`src/rtl/hb_pkg.sv`:
```
package hb_pkg;
  typedef enum logic [2:0] {
    TGT_NONE = 3'd0,
    TGT_PAGE = 3'd1,
    TGT_REG  = 3'd2,
    TGT_CML  = 3'd3,
    TGT_CMH  = 3'd4,
    TGT_DM   = 3'd5
  } hb_tgt_e;
endpackage

```
`src/rtl/hb_front.sv`:
```
// Samples bus pins, finds address strobe edges, latches the address byte
// and the detected bus style.
module hb_front #(
  parameter int DW  = 8,
  parameter int NAW = 10
) (
  input  logic           clk,
  input  logic           rst_n,
  input  logic           mux_mode,
  input  logic           cs_n,
  input  logic           dsrd,
  input  logic           rwwr,
  input  logic           as_ale,
  input  logic [NAW-1:0] nm_addr,
  input  logic [DW-1:0]  ad_in,
  output logic           mux_q,
  output logic           cs_q,
  output logic           dsrd_q,
  output logic           rwwr_q,
  output logic [NAW-1:0] nm_addr_q,
  output logic [DW-1:0]  ad_q,
  output logic           sep_strobe,
  output logic [DW-1:0]  addr_lat
);
  logic as_q, as_p;
  logic as_rise, as_fall;
  logic sep_en, lat_en;

  always_comb begin
    as_rise = as_q & ~as_p;
    as_fall = ~as_q & as_p;
    sep_en  = mux_q & as_rise;
    lat_en  = mux_q & as_fall;
  end

  always_ff @(posedge clk or negedge rst_n) begin
    if (!rst_n) begin
      mux_q     <= 1'b0;
      cs_q      <= 1'b1;
      dsrd_q    <= 1'b1;
      rwwr_q    <= 1'b1;
      as_q      <= 1'b0;
      as_p      <= 1'b0;
      nm_addr_q <= '0;
      ad_q      <= '0;
    end else begin
      mux_q     <= mux_mode;
      cs_q      <= cs_n;
      dsrd_q    <= dsrd;
      rwwr_q    <= rwwr;
      as_q      <= as_ale;
      as_p      <= as_q;
      nm_addr_q <= nm_addr;
      ad_q      <= ad_in;
    end
  end

  always_ff @(posedge clk or negedge rst_n) begin
    if (!rst_n) begin
      sep_strobe <= 1'b0;
      addr_lat   <= '0;
    end else begin
      if (sep_en) sep_strobe <= dsrd_q;
      if (lat_en) addr_lat   <= ad_q;
    end
  end

  a_r3_style_held : assert property (@(posedge clk) disable iff (!rst_n)
    !as_q |=> $stable(sep_strobe));
  a_r2_addr_held : assert property (@(posedge clk) disable iff (!rst_n)
    as_q |=> $stable(addr_lat));
endmodule

```
`src/rtl/hb_decode.sv`:
```
// Forms the target and the paged memory address from the current address
// source and the page field.
module hb_decode
  import hb_pkg::*;
#(
  parameter int          DW       = 8,
  parameter int          NAW      = 10,
  parameter int          RAW      = 7,
  parameter int          PG_W     = 3,
  parameter logic [6:0]  PAGE_OFF = 7'h61,
  localparam int         MAW      = PG_W + DW
) (
  input  logic            mux_q,
  input  logic [DW-1:0]   addr_lat,
  input  logic [NAW-1:0]  nm_addr_q,
  input  logic [PG_W-1:0] page,
  output hb_tgt_e         tgt,
  output logic [RAW-1:0]  reg_addr,
  output logic [MAW-1:0]  mem_addr
);
  logic          regspace;
  logic [DW-1:0] low;

  always_comb begin
    if (mux_q) begin
      low      = addr_lat;
      regspace = ~addr_lat[DW-1];
    end else begin
      low      = nm_addr_q[DW-1:0];
      regspace = &nm_addr_q[NAW-1:RAW];
    end
    reg_addr = low[RAW-1:0];
    mem_addr = {page, low};
    if (regspace) begin
      tgt = (reg_addr == PAGE_OFF[RAW-1:0]) ? TGT_PAGE : TGT_REG;
    end else begin
      case (page[PG_W-1 -: 2])
        2'b00:   tgt = TGT_CML;
        2'b01:   tgt = TGT_CMH;
        2'b10:   tgt = TGT_DM;
        default: tgt = TGT_NONE;
      endcase
    end
  end
endmodule

```
`src/rtl/hb_cycle.sv`:
```
// Qualifies strobes for the active bus style, emits the start pulse and
// times the acknowledge.
module hb_cycle #(
  parameter int  DTA_DLY = 2,
  localparam int CW      = $clog2(DTA_DLY + 1)
) (
  input  logic clk,
  input  logic rst_n,
  input  logic mux_q,
  input  logic sep_strobe,
  input  logic cs_q,
  input  logic dsrd_q,
  input  logic rwwr_q,
  output logic act,
  output logic is_rd,
  output logic start,
  output logic dta_n
);
  logic [CW-1:0] cnt, cnt_d;
  logic          cnt_done;

  always_comb begin
    if (!mux_q) begin
      act   = ~cs_q & ~dsrd_q;
      is_rd = rwwr_q;
    end else if (!sep_strobe) begin
      act   = ~cs_q & dsrd_q;
      is_rd = rwwr_q;
    end else begin
      act   = ~cs_q & (~dsrd_q | ~rwwr_q);
      is_rd = ~dsrd_q;
    end
    cnt_done = (cnt == CW'(DTA_DLY));
    start    = act & (cnt == '0);
    dta_n    = ~(act & cnt_done);
    if (!act)          cnt_d = '0;
    else if (cnt_done) cnt_d = cnt;
    else               cnt_d = cnt + 1'b1;
  end

  always_ff @(posedge clk or negedge rst_n) begin
    if (!rst_n) cnt <= '0;
    else        cnt <= cnt_d;
  end

  a_r9_ack_after_delay : assert property (@(posedge clk) disable iff (!rst_n)
    $fell(dta_n) |-> act && $past(act) && $past(act, 2));
  a_r11_single_start : assert property (@(posedge clk) disable iff (!rst_n)
    start |=> !start);
endmodule

```
`src/rtl/hostbus_port.sv`:
```
module hostbus_port
  import hb_pkg::*;
#(
  parameter int          DW       = 8,
  parameter int          NAW      = 10,
  parameter int          RAW      = 7,
  parameter int          PG_W     = 3,
  parameter int          DTA_DLY  = 2,
  parameter logic [6:0]  PAGE_OFF = 7'h61,
  localparam int         MAW      = PG_W + DW
) (
  input  logic           clk,
  input  logic           rst_n,
  input  logic           mux_mode,
  input  logic           cs_n,
  input  logic           dsrd,
  input  logic           rwwr,
  input  logic           as_ale,
  input  logic [NAW-1:0] nm_addr,
  input  logic [DW-1:0]  ad_in,
  output logic [DW-1:0]  ad_out,
  output logic           ad_oe,
  output logic           dta_n,
  output logic [RAW-1:0] reg_addr,
  output logic           reg_re,
  output logic           reg_we,
  input  logic [DW-1:0]  reg_rdata,
  output logic [MAW-1:0] mem_addr,
  output logic           cml_re,
  output logic           cml_we,
  input  logic [DW-1:0]  cml_rdata,
  output logic           cmh_re,
  output logic           cmh_we,
  input  logic [DW-1:0]  cmh_rdata,
  output logic           dm_re,
  input  logic [DW-1:0]  dm_rdata,
  output logic [DW-1:0]  wr_data
);
  logic [1:0]     rs_q;
  logic           rst_i;
  logic           mux_q, cs_q, dsrd_q, rwwr_q, sep_strobe;
  logic [NAW-1:0] nm_addr_q;
  logic [DW-1:0]  ad_q, addr_lat;
  logic           act, is_rd, start;
  hb_tgt_e        tgt;
  logic [DW-1:0]  ctl_q, rd_hold, rmux;
  logic           rd_go, wr_go, ctl_en;

  always_ff @(posedge clk or negedge rst_n) begin
    if (!rst_n) rs_q <= 2'b00;
    else        rs_q <= {rs_q[0], 1'b1};
  end
  assign rst_i = rs_q[1];

  hb_front #(.DW(DW), .NAW(NAW)) u_front (
    .clk(clk), .rst_n(rst_i), .mux_mode(mux_mode), .cs_n(cs_n),
    .dsrd(dsrd), .rwwr(rwwr), .as_ale(as_ale), .nm_addr(nm_addr),
    .ad_in(ad_in), .mux_q(mux_q), .cs_q(cs_q), .dsrd_q(dsrd_q),
    .rwwr_q(rwwr_q), .nm_addr_q(nm_addr_q), .ad_q(ad_q),
    .sep_strobe(sep_strobe), .addr_lat(addr_lat)
  );

  hb_decode #(.DW(DW), .NAW(NAW), .RAW(RAW), .PG_W(PG_W),
              .PAGE_OFF(PAGE_OFF)) u_dec (
    .mux_q(mux_q), .addr_lat(addr_lat), .nm_addr_q(nm_addr_q),
    .page(ctl_q[PG_W-1:0]), .tgt(tgt), .reg_addr(reg_addr),
    .mem_addr(mem_addr)
  );

  hb_cycle #(.DTA_DLY(DTA_DLY)) u_cyc (
    .clk(clk), .rst_n(rst_i), .mux_q(mux_q), .sep_strobe(sep_strobe),
    .cs_q(cs_q), .dsrd_q(dsrd_q), .rwwr_q(rwwr_q), .act(act),
    .is_rd(is_rd), .start(start), .dta_n(dta_n)
  );

  always_comb begin
    rd_go  = start & is_rd;
    wr_go  = start & ~is_rd;
    ctl_en = wr_go & (tgt == TGT_PAGE);
    reg_re = rd_go & (tgt == TGT_REG);
    reg_we = wr_go & (tgt == TGT_REG);
    cml_re = rd_go & (tgt == TGT_CML);
    cml_we = wr_go & (tgt == TGT_CML);
    cmh_re = rd_go & (tgt == TGT_CMH);
    cmh_we = wr_go & (tgt == TGT_CMH);
    dm_re  = rd_go & (tgt == TGT_DM);
    case (tgt)
      TGT_PAGE: rmux = ctl_q;
      TGT_REG:  rmux = reg_rdata;
      TGT_CML:  rmux = cml_rdata;
      TGT_CMH:  rmux = cmh_rdata;
      TGT_DM:   rmux = dm_rdata;
      default:  rmux = '0;
    endcase
    wr_data = ad_q;
    ad_out  = rd_hold;
    ad_oe   = act & is_rd;
  end

  always_ff @(posedge clk or negedge rst_i) begin
    if (!rst_i) begin
      ctl_q   <= '0;
      rd_hold <= '0;
    end else begin
      if (ctl_en) ctl_q   <= ad_q;
      if (rd_go)  rd_hold <= rmux;
    end
  end

  a_r11_one_strobe : assert property (@(posedge clk) disable iff (!rst_i)
    $onehot0({reg_re, reg_we, cml_re, cml_we, cmh_re, cmh_we, dm_re, ctl_en}));
  a_r8_hole_quiet : assert property (@(posedge clk) disable iff (!rst_i)
    (mem_addr[MAW-1 -: 2] == 2'b11 && tgt != TGT_PAGE && tgt != TGT_REG)
      |-> !(cml_re || cml_we || cmh_re || cmh_we || dm_re));
  a_r10_oe_not_write : assert property (@(posedge clk) disable iff (!rst_i)
    ad_oe |-> !(reg_we || cml_we || cmh_we || ctl_en));
endmodule

```
`config.mk`:
```
export PLATFORM = sky130hd
export DESIGN_NAME = hostbus_port
export DESIGN_NICKNAME = d
export VERILOG_FILES = /design/src/rtl/hb_pkg.sv /design/src/rtl/hb_front.sv /design/src/rtl/hb_decode.sv /design/src/rtl/hb_cycle.sv /design/src/rtl/hostbus_port.sv
export SDC_FILE = /design/constraint.sdc
export NUM_CORES = 1
export LEC_CHECK = 0
export ABC_AREA = 1
export ABC_CLOCK_PERIOD_IN_PS = 2100
export BUFFER_PORTS_ARGS = -buffer_cell sky130_fd_sc_hd__buf_2
export CAP_MARGIN = 20
export CORE_ASPECT_RATIO = 1.5
export CORE_MARGIN = 2
export CORE_UTILIZATION = 49
export DETAILED_ROUTE_END_ITERATION = 7
export PLACE_DENSITY = 0.9
export SKIP_CTS_REPAIR_TIMING = 1
export SYNTH_ARGS = -nofsm -noshare
export SYNTH_HDL_FRONTEND = slang
export SYNTH_SLANG_ARGS = --single-unit
```
`constraint.sdc`:
```
create_clock -name clk -period 2.1 [get_ports clk]
set_input_delay 0.42 -clock clk [delete_from_list [all_inputs] [get_ports clk]]
set_output_delay 0.42 -clock clk [all_outputs]
set_load 0.05 [all_outputs]
```
==> reports/metrics.cfg <==
[status]
outcome = finished, violations left
violations = negative setup slack

[sta]
fin_crit_ns = 2.11
setup_ws_ns = -0.0143
skew_ns = 0.0145
slew_viol_final = 0
maxSlewHeadroom = 0.627
hold_viol_final = 0
rsz0062_at_grt = true
finalSetupViolations = 5
min_period_over_period = 1.01
worstMarginPinSlew_ns = 0.560
fmax_mhz = 473

[min_path]
hold_depth = 1
min_from = rwwr
holdPathEnd = u_front.rwwr_q
hold_path.class = input port to flop

[die]
core_area_um2 = 5120
dieArea_um2 = 5910
fp.dieH_um = 93.1
num_rows = 32
pin_count = 100
die_x_um = 63.4
initial_core_util = 0.506

[route]
antenna_left = 0
num_vias = 2338
drc_errors = 0
wl_um = 6060
wire_per_inst_um = 12.2
via_per_inst = 4.72
dr.pass1.iters = 4
dr.first_iter.drc_count = 131

[yosys]
synth_area_leaders = dfrtp_1 48%, nand2_1 16%, inv_1 5.9%
synth_edf_count = 0
yosysWarningCount = 0
netlist_top_cells_count = 108 x nand2_1, 50 x dfrtp_1, 41 x inv_1
yosysMostFrequentCell = nand2_1
ys_seq_area_frac = 0.513
yosys.area.top_type = dfrtp_1
syn-cell-area_um2 = 2590
syn_inst = 315
avgSynthCellArea_um2 = 8.24
synth-seq-cells = 53
synth_top_area_share = 0.482
syn-num-nets = 376
synthArstFlopShare = 1.00
yosysUniqueCellTypes = 27
synth_ff_type = dfrtp_1

[layout]
finish.utilization = 0.680
drive_gt1_frac = 0.429
diodes = 0
num-fill-cells = 440
layout.nets = 487
syn_to_final_growth_pct = 34.3
multi_input_area_um2 = 1090
final_area_um2 = 3490
regArea_um2 = 1330

[setup_path]
reg2reg_from = u_front.mux_q
cp.required_ns = 1.68
end_kind = output pin
path_cells = inv_1, ha_1, inv_1, nand3_2, nor2_4, buf_4
cpMaxStageDelayCell = dfrtp_1
worstPathMaxFanout = 4
critical_path.top_delay_family = flip-flops
r2r-end = ad_out[6]
start_kind = flop
cp_common_cell = inv_1
critical-path-max-stage-delay_ns = 0.40
worstSetupPathType = flop to output pin
startpoint = ctl_q[1]
worst_ep_arrival_time_ns = 1.69
ff2ff_setup_slack_ns = 0.18
r2r_cells = 13
cp_num_buf_inv = 3

[power_and_ir_drop]
ir_worst_vdd_uv = 611
total_power_w = 0.00267
p_int_w = 0.00162
power_frac_clock = 0.206
leakage_nw = 1.90
p_sw_frac = 0.394
p_sw_w = 0.00105
seqPwrFrac = 0.455
power_frac_comb = 0.339
powerDensity_nw_per_um2 = 765

[global_route]
grt.total_usage = 0.205
grt_pass1_wl_um = 9520
grt_max_degree = 27
antenna_found_initial = 0
overflow = 0
grt_pass1_vias = 2229

[placement]
portBuffers = 99
place.gp.congestion = 0.827
postPlaceCellArea_um2 = 3190
hpwl_um = 4540
dp_slack_ns = 0.111

[clock_network]
cts_sinks = 53
root_buffer = clkbuf_8
clockBufferDepth = 2
tritoncts = done
cts_buffers = 5
clk_pin_slew_ns = 0.10
clock_latency_ns = 0.30
h-tree-depth = 2

[job]
drv_cap = 0

-- worst max path at each step --
stage                     endpoint  slack [ns]  cells past startpoint
after floorplan             cmh_re       -0.14                     10
after global placement      cmh_re        0.18                      8
after detailed placement    cmh_we        0.11                      6
after CTS                   cmh_we       -0.24                      6
after global routing        cml_we       -0.12                      6
final                       cml_we       -0.01                      6
-- placed cells by master (no fill, tap or decap), drive strengths merged --
cell type / instances
dfstp: 3
dlygate4sd3: 1
o21ai: 26
nand2: 119
inv: 41
dfrtp: 50
clkinv: 3
clkinvlp: 2
clkbuf: 6
o211ai: 1
nand4: 2
conb: 1
buf: 118
a21oi: 1
nor2: 25
ha: 4
nand3: 24
-- sequential cells by signal, summed over array words and instances, names as in the netlist --
name	cells
u_front.rwwr_q	1
ctl_q	8
u_front.sep_strobe	1
u_front.dsrd_q	1
ad_out	8
u_cyc.cnt	2
rs_q	2
u_front.ad_q	8
u_front.as_q	1
u_front.mux_q	1
u_front.nm_addr_q	10
u_front.as_p	1
u_front.cs_q	1
u_front.addr_lat	8
-- kinds of logic (layout without fill, tap and decap cells) --
group / after synthesis / count (layout) / synth area share
adders and majority gates: 4 / 4 / 0.0193
DFF: 53 / 53 / 0.513
buffers and inverters: 59 / 171 / 0.114
other: 1 / 1 / 0.00145
AOI/OAI and AO/OA: 28 / 28 / 0.0723
and+or+nand+nor: 170 / 170 / 0.281
-- cell type report --
| type | count | area share |
|---|---|---|
| Sequential cell | 53 | 0.382 |
| Multi-Input combinational cell | 203 | 0.313 |
| Timing Repair Buffer | 119 | 0.206 |
| Inverter | 43 | 0.0477 |
| Tap cell | 68 | 0.0244 |
| Clock buffer | 6 | 0.0208 |
| Clock inverter | 2 | 0.00431 |
| Timing Repair inverter | 1 | 0.00144 |
-- layer usage --
metal	routed length (um)	up-vias	track usage
met3	304	12	0.0337
li1	-	1171	-
met4	148	0	0.0888
met1	2270	1065	0.229
met5	0	-	0
met2	3330	90	0.378
-- power groups by stage --
stage	registers [W]	logic (W)	clock network [W]
finish	0.00121	0.000904	0.000550
global route	0.00123	0.000973	0.000608
detailed placement	0.00123	0.000862	0
CTS	0.00121	0.000865	0.000566
global placement	0.00122	0.000850	0
floorplan	0.00145	0.000434	0
-- metrics by stage --
| step | cells | setup TNS (ns) | hold slack (ns) |
|---|---|---|---|
| floorplan | 315 | -0.478 | 0.124 |
| CTS | 482 | -1.62 | -0.112 |
| global route | 495 | -0.685 | 0.191 |
| global placement | 474 | 0 | 0.206 |
| finish | 495 | -0.0450 | 0.203 |
| detailed placement | 474 | 0 | 0.211 |
No activity file was read; power rests on OpenSTA's default activity.
